[src/rtl/slot_cfg_pkg.sv]
package slot_cfg_pkg;
   // Byte positions inside each slot bank that the walker decodes
   localparam int POS_CHK_BYTE = 5;
   localparam int POS_ST6      = 6;
   localparam int POS_ST7      = 7;
   // Active-low flag positions within byte 5
   localparam int CHK_BIT      = 7;
   localparam int STAT_BIT     = 6;
   // Host register addresses
   localparam int MB_ADDR      = 0;
   localparam int AD_ADDR      = 1;

   typedef enum logic {SC_IDLE = 1'b0, SC_WALK = 1'b1} scan_state_e;
endpackage

[src/rtl/slot_pos_bank.sv]
module slot_pos_bank
   import slot_cfg_pkg::*;
#(
   parameter int SLOTS = 8,
   parameter int BYTES = 8,
   parameter int DW    = 8,
   localparam int SW   = $clog2(SLOTS),
   localparam int BW   = $clog2(BYTES)
) (
   input  logic                       clk,
   input  logic                       rst_n,
   input  logic                       wr_en,
   input  logic [SW-1:0]              wr_slot,
   input  logic [BW-1:0]              wr_byte,
   input  logic [DW-1:0]              wr_data,
   input  logic [SW-1:0]              rd_slot,
   input  logic [BW-1:0]              rd_byte,
   output logic [DW-1:0]              rd_data,
   input  logic [SW-1:0]              scan_slot,
   output logic [DW-1:0]              scan_b6,
   output logic [DW-1:0]              scan_b7,
   output logic [SLOTS-1:0][DW-1:0]   pos5_all
);
   logic [DW-1:0] mem [SLOTS][BYTES];

   always_ff @(posedge clk) begin
      if (!rst_n) begin
         for (int s = 0; s < SLOTS; s++)
            for (int b = 0; b < BYTES; b++)
               mem[s][b] <= '1;
      end else if (wr_en) begin
         mem[wr_slot][wr_byte] <= wr_data;
      end
   end

   assign rd_data = mem[rd_slot][rd_byte];
   assign scan_b6 = mem[scan_slot][POS_ST6];
   assign scan_b7 = mem[scan_slot][POS_ST7];

   for (genvar s = 0; s < SLOTS; s++) begin : g_pos5
      assign pos5_all[s] = mem[s][POS_CHK_BYTE];
   end
endmodule

[src/rtl/slot_chk_scanner.sv]
module slot_chk_scanner
   import slot_cfg_pkg::*;
#(
   parameter int SLOTS = 8,
   parameter int DW    = 8,
   localparam int SW   = $clog2(SLOTS),
   localparam int FW   = $clog2(SLOTS + 1)
) (
   input  logic                     clk,
   input  logic                     rst_n,
   input  logic                     start,
   input  logic [SLOTS-1:0][DW-1:0] pos5_all,
   input  logic [DW-1:0]            st6,
   input  logic [DW-1:0]            st7,
   output logic [SW-1:0]            scan_slot,
   output logic                     busy,
   output logic                     done,
   output logic [SLOTS-1:0]         mask,
   output logic [FW-1:0]            first,
   output logic                     ext_valid,
   output logic [DW-1:0]            ext6,
   output logic [DW-1:0]            ext7,
   output logic                     nmi_slot,
   output logic                     nmi_base
);
   scan_state_e      st;
   logic [SW-1:0]    idx;
   logic             found;
   logic [DW-1:0]    cur;
   logic             hit, stat_ok, last;
   logic [SLOTS-1:0] mask_nx;

   assign cur     = pos5_all[idx];
   assign hit     = ~cur[CHK_BIT];
   assign stat_ok = ~cur[STAT_BIT];
   assign last    = (idx == SW'(SLOTS - 1));

   always_comb begin
      mask_nx = mask;
      if (hit) mask_nx[idx] = 1'b1;
   end

   always_ff @(posedge clk) begin
      if (!rst_n) begin
         st        <= SC_IDLE;
         idx       <= '0;
         found     <= 1'b0;
         mask      <= '0;
         first     <= '0;
         ext_valid <= 1'b0;
         ext6      <= '0;
         ext7      <= '0;
         done      <= 1'b0;
         nmi_slot  <= 1'b0;
         nmi_base  <= 1'b0;
      end else begin
         done <= 1'b0;
         case (st)
            SC_IDLE: begin
               if (start) begin
                  st        <= SC_WALK;
                  idx       <= '0;
                  found     <= 1'b0;
                  mask      <= '0;
                  first     <= '0;
                  ext_valid <= 1'b0;
                  ext6      <= '0;
                  ext7      <= '0;
                  nmi_slot  <= 1'b0;
                  nmi_base  <= 1'b0;
               end
            end
            SC_WALK: begin
               mask <= mask_nx;
               if (hit && !found) begin
                  found <= 1'b1;
                  first <= FW'(idx) + FW'(1);
                  if (stat_ok) begin
                     ext_valid <= 1'b1;
                     ext6      <= st6;
                     ext7      <= st7;
                  end
               end
               idx <= idx + SW'(1);
               if (last) begin
                  st       <= SC_IDLE;
                  done     <= 1'b1;
                  nmi_slot <= |mask_nx;
                  nmi_base <= ~|mask_nx;
               end
            end
            default: st <= SC_IDLE;
         endcase
      end
   end

   assign busy      = (st == SC_WALK);
   assign scan_slot = idx;
endmodule

[src/rtl/slot_cfg_scan.sv]
module slot_cfg_scan
   import slot_cfg_pkg::*;
#(
   parameter int SLOTS     = 8,
   parameter int POS_BYTES = 8,
   parameter int DW        = 8,
   localparam int SW       = $clog2(SLOTS),
   localparam int BW       = $clog2(POS_BYTES),
   localparam int AW       = BW + 1,
   localparam int FW       = $clog2(SLOTS + 1)
) (
   input  logic             clk,
   input  logic             rst_n,
   input  logic             reg_wr,
   input  logic [AW-1:0]    reg_addr,
   input  logic [DW-1:0]    reg_wdata,
   output logic [DW-1:0]    reg_rdata,
   input  logic             scan_start,
   output logic             scan_busy,
   output logic             scan_done,
   output logic [SLOTS-1:0] chk_mask,
   output logic [FW-1:0]    first_slot,
   output logic             ext_valid,
   output logic [DW-1:0]    ext_pos6,
   output logic [DW-1:0]    ext_pos7,
   output logic             nmi_slot,
   output logic             nmi_base
);
   // Elaboration-time parameter checks
   if (SLOTS < 2 || (SLOTS & (SLOTS - 1)) != 0) begin : g_bad_slots
      $error("SLOTS must be a power of two, at least 2");
   end
   if (POS_BYTES < 8 || (POS_BYTES & (POS_BYTES - 1)) != 0) begin : g_bad_bytes
      $error("POS_BYTES must be a power of two, at least 8");
   end
   if (DW < 8 || SW >= DW) begin : g_bad_dw
      $error("DW must be at least 8 and wider than the slot field");
   end

   logic [DW-1:0]            mb_q;
   logic                     ad_en_q;
   logic [SW-1:0]            ad_slot_q;
   logic                     access_ok, in_win;
   logic [BW-1:0]            win_byte;
   logic [DW-1:0]            bank_rd, b6, b7;
   logic [SW-1:0]            walk_slot;
   logic [SLOTS-1:0][DW-1:0] pos5_all;

   assign access_ok = ad_en_q && (mb_q == {DW{1'b1}});
   assign in_win    = reg_addr[AW-1];
   assign win_byte  = reg_addr[BW-1:0];

   always_ff @(posedge clk) begin
      if (!rst_n) begin
         mb_q      <= '0;
         ad_en_q   <= 1'b0;
         ad_slot_q <= '0;
      end else if (reg_wr) begin
         if (reg_addr == AW'(MB_ADDR)) mb_q <= reg_wdata;
         if (reg_addr == AW'(AD_ADDR)) begin
            ad_slot_q <= reg_wdata[SW-1:0];
            ad_en_q   <= reg_wdata[SW];
         end
      end
   end

   always_comb begin
      reg_rdata = '1;
      if (reg_addr == AW'(MB_ADDR))      reg_rdata = mb_q;
      else if (reg_addr == AW'(AD_ADDR)) reg_rdata = DW'({ad_en_q, ad_slot_q});
      else if (in_win && access_ok)      reg_rdata = bank_rd;
   end

   slot_pos_bank #(.SLOTS(SLOTS), .BYTES(POS_BYTES), .DW(DW)) u_bank (
      .clk       (clk),
      .rst_n     (rst_n),
      .wr_en     (reg_wr && in_win && access_ok),
      .wr_slot   (ad_slot_q),
      .wr_byte   (win_byte),
      .wr_data   (reg_wdata),
      .rd_slot   (ad_slot_q),
      .rd_byte   (win_byte),
      .rd_data   (bank_rd),
      .scan_slot (walk_slot),
      .scan_b6   (b6),
      .scan_b7   (b7),
      .pos5_all  (pos5_all)
   );

   slot_chk_scanner #(.SLOTS(SLOTS), .DW(DW)) u_scan (
      .clk       (clk),
      .rst_n     (rst_n),
      .start     (scan_start),
      .pos5_all  (pos5_all),
      .st6       (b6),
      .st7       (b7),
      .scan_slot (walk_slot),
      .busy      (scan_busy),
      .done      (scan_done),
      .mask      (chk_mask),
      .first     (first_slot),
      .ext_valid (ext_valid),
      .ext6      (ext_pos6),
      .ext7      (ext_pos7),
      .nmi_slot  (nmi_slot),
      .nmi_base  (nmi_base)
   );
endmodule

[config.mk]
export PLATFORM = sky130hd
export DESIGN_NAME = slot_cfg_scan
export DESIGN_NICKNAME = d
export VERILOG_FILES = /design/src/rtl/slot_cfg_pkg.sv /design/src/rtl/slot_pos_bank.sv /design/src/rtl/slot_chk_scanner.sv /design/src/rtl/slot_cfg_scan.sv
export SDC_FILE = /design/constraint.sdc
export NUM_CORES = 1
export LEC_CHECK = 0
export CELL_PAD_IN_SITES_DETAIL_PLACEMENT = 1
export CELL_PAD_IN_SITES_GLOBAL_PLACEMENT = 2
export CORE_UTILIZATION = 40
export CTS_BUF_LIST = sky130_fd_sc_hd__clkbuf_8 sky130_fd_sc_hd__clkbuf_16
export CTS_CLUSTER_SIZE = 25
export DETAILED_ROUTE_END_ITERATION = 6
export GPL_TIMING_DRIVEN = 0
export PLACE_DENSITY_LB_ADDON = 0.1
export SLEW_MARGIN = 0
export SYNTH_ARGS = -nofsm -noshare
export SYNTH_HDL_FRONTEND = slang
export SYNTH_SLANG_ARGS = --single-unit
[constraint.sdc]
create_clock -name clk -period 3.2 [get_ports clk]
set_clock_uncertainty 0.05 [all_clocks]
set_input_delay 0.64 -clock clk [delete_from_list [all_inputs] [get_ports clk]]
set_output_delay 0.64 -clock clk [all_outputs]
set_load 0.05 [all_outputs]
==> run metrics <==
Power, Total 17420 uW; Register Area 16480 um^2; layout cells sized above 1 0.4323; CP Class reg2out; Peak VDD IR 0.3434 mV; Fmax 261.2 MHz; Pre-antenna DRT Iters 5; DP Area 28950 um^2; # fillers 6623; Routed WL 119600 um; status finished, violations left; failing checks capacitance limit, slew limit, setup timing; Final period util 1.196; CTS buffer count 68; area of the multi-input gates 10850 um^2; synth cell count leaders edfxtp_1, or2_2, nand2_1; clock sinks 567; vias in the first global route 19200; syn_nets 2023; sw power 4279 uW; IO buf count 46; syn_area_per_cell 13.60 um^2; die area 69200 um^2; register bit total from synthesis 567; post-DR vias/cell 6.260; leakage power 0.01025 uW; H-tree depth 3; maxcap violations 2; first-pass GRT wire length 161100 um; Core Util, Final 0.4873; Initial Util 0.4052; clock share of power 0.441; Global Route Usage Sum 0.3456; Int Power 13140 uW; design area 32780 um^2; WP data required 2510 ps; setup ws final -627.8 ps; Distinct cells, synth 59; Worst-Margin Slew 1622 ps; Seq/Total Area, Yosys 0.6043; Slew Viols, Final 24; Ys Warns 0; Mapped Cells 2005; clk_lat worst skew 620 ps; Post-synth EDFFs 512; startpoint types flop; std cell rows 95; dominant synthesized flop cell edfxtp_1; Max Root-Sink Buffers 3; initial drt markers 2445; post-synth top area cell edfxtp_1; power share of the combinational group 0.072; Post-DRT Antenna Nets 0; drt wl/cell 38.71 um; WP data arrival 3140 ps; switching part of the total power 0.2456; HPWL after detailed placement 80640 um; CTS root buf clkbuf_16; asr flop ratio synth 0; DRC viols 0; Fin. Hold Viols 0; Clock transition at path regs 60 ps; routed vias 19340; Die X-Extent 263.1 um; register share of total power 0.487; minimum clock period 3828 ps; area grow syn2layout 20.25%; Setup Viol. Count Final 35; initial antenna violation count 19; Hold Crit Class reg2reg; top-area cell type share of the netlist area 0.5640; Slew HR -0.08154; fin nets 2173; unrepaired setup endpoints after global routing true; Die Ht 263.1 um; Core ar. 67280 um^2; Layout Cells excl Fill 3089; Placer Congestion 0.9846; top post-synthesis cells by area edfxtp_1, or2_2, mux4_2, mux2i_1, dfxtp_1; # IOs 57; TritonCTS clock tree done; pin count of the biggest net entering global routing 13; most numerous cell in the Yosys netlist edfxtp_1; GRT overflow 0; Placed Cells incl. Taps 2930; Setup WS pre-CTS -2137 ps; CP Max Fanout 10; Synth Cell Area 27260 um^2; CP Capture Type output port; pwr dens 531.4 nW/um^2
[worst max-delay path, stage by stage (launching register included)]
cell     delay [ps]
dfxtp_4         370
buf_12          140
buf_12          210
buf_12          210
mux2i_1         140
a22oi_1         310
nand3_1         230
and3_2          310
a32oi_2         360
buf_6           210
[metal layers]
layer,up-vias,GRT usage,routed length [um]
li1,7728,-,-
met1,10280,0.4599,47020
met2,1067,0.5455,55400
met3,265,0.06884,11020
met4,2,0.1596,6135
met5,-,0,12
[cell type report]
| type | count | share of cell area |
|---|---|---|
| Buffer | 145 | 0.03538 |
| Clock buffer | 74 | 0.05511 |
| Sequential cell | 567 | 0.5028 |
| Inverter | 4 | 0.0004962 |
| Timing Repair Buffer | 85 | 0.03030 |
| Antenna cell | 9 | 0.0006870 |
| Tap cell | 873 | 0.03332 |
| Multi-Input combinational cell | 1284 | 0.3311 |
| Clock inverter | 48 | 0.01080 |
[final timing paths]
check,from,cells after the start,endpoint,slack [ps]
setup / recovery,flop,9,reg_rdata[0],-630
hold / removal,u_scan.ext7[7],2,u_scan.ext7[7],410
setup reg to reg,ad_slot_q[2],5,u_bank.mem[4][30],190
hold reg to reg,u_scan.ext7[7],2,u_scan.ext7[7],410
[stage by stage]
stage	setup TNS [ps]	hold WS, ps
after floorplan	0	451.0
after global placement	-899160	392.0
after detailed placement	-642860	402.0
after CTS	-3971	412.7
after global routing	-4888	431.8
final	-5117	407.5
[kinds of logic after synthesis]
kind of cell	count (synthesis)	share of synthesized area
and+or+nand+nor	835	0.1753
AOI/OAI and AO/OA	152	0.03956
muxes	295	0.1551
adders and majority gates	2	0.0009177
buffers and inverters	154	0.02474
DFF	567	0.6043
[repair_timing]
action / CTS / global route
hold endpoints to repair: 0 / 0
hold buffers: 0 / 0
buffers inserted: 24 / 8
gates resized for setup: 331 / 40
setup endpoints to repair: 491 / 118
pin swaps: 23 / 15
gates cloned: 2 / 0
[sequential cells by signal (all words and copies together) (netlist names), 3 cells and up, named ones only]
name and cells:
u_scan.scan_slot 3, u_scan.mask 8, mb_q 8, u_scan.first 4, u_bank.mem 512, ad_slot_q 3
u_scan.ext6 8, u_scan.ext7 8
[cells in the final DEF, fill, tap and decap left out, types with 14 or more instances in the layout]
cell type | Yosys | final
edfxtp_1 | 512 | 512
or2_2 | 494 | 494
nand2_1 | 187 | 184
mux2i_1 | 157 | 125
mux4_2 | 98 | 98
clkbuf_1 | 105 | 76
clkbuf_16 | 0 | 70
dfxtp_1 | 55 | 53
a22oi_1 | 47 | 38
mux2_2 | 40 | 36
clkdlybuf4s50_1 | 0 | 35
inv_1 | 3 | 24
buf_12 | 0 | 22
nor2b_1 | 23 | 22
or2_1 | 22 | 22
buf_6 | 1 | 21
nor2_1 | 28 | 20
mux2i_4 | 0 | 19
buf_4 | 12 | 18
nand3_1 | 20 | 16
clkbuf_2 | 1 | 14
[power groups by stage]
stage / sequential, uW / combinational (uW) / clock (uW)
floorplan: 8570 / 542 / 0
global placement: 8610 / 1120 / 0
detailed placement: 8620 / 1130 / 0
CTS: 8480 / 1220 / 7710
global route: 8510 / 1260 / 7950
finish: 8480 / 1250 / 7680
Note: power is estimated with default switching activity, not from simulation.
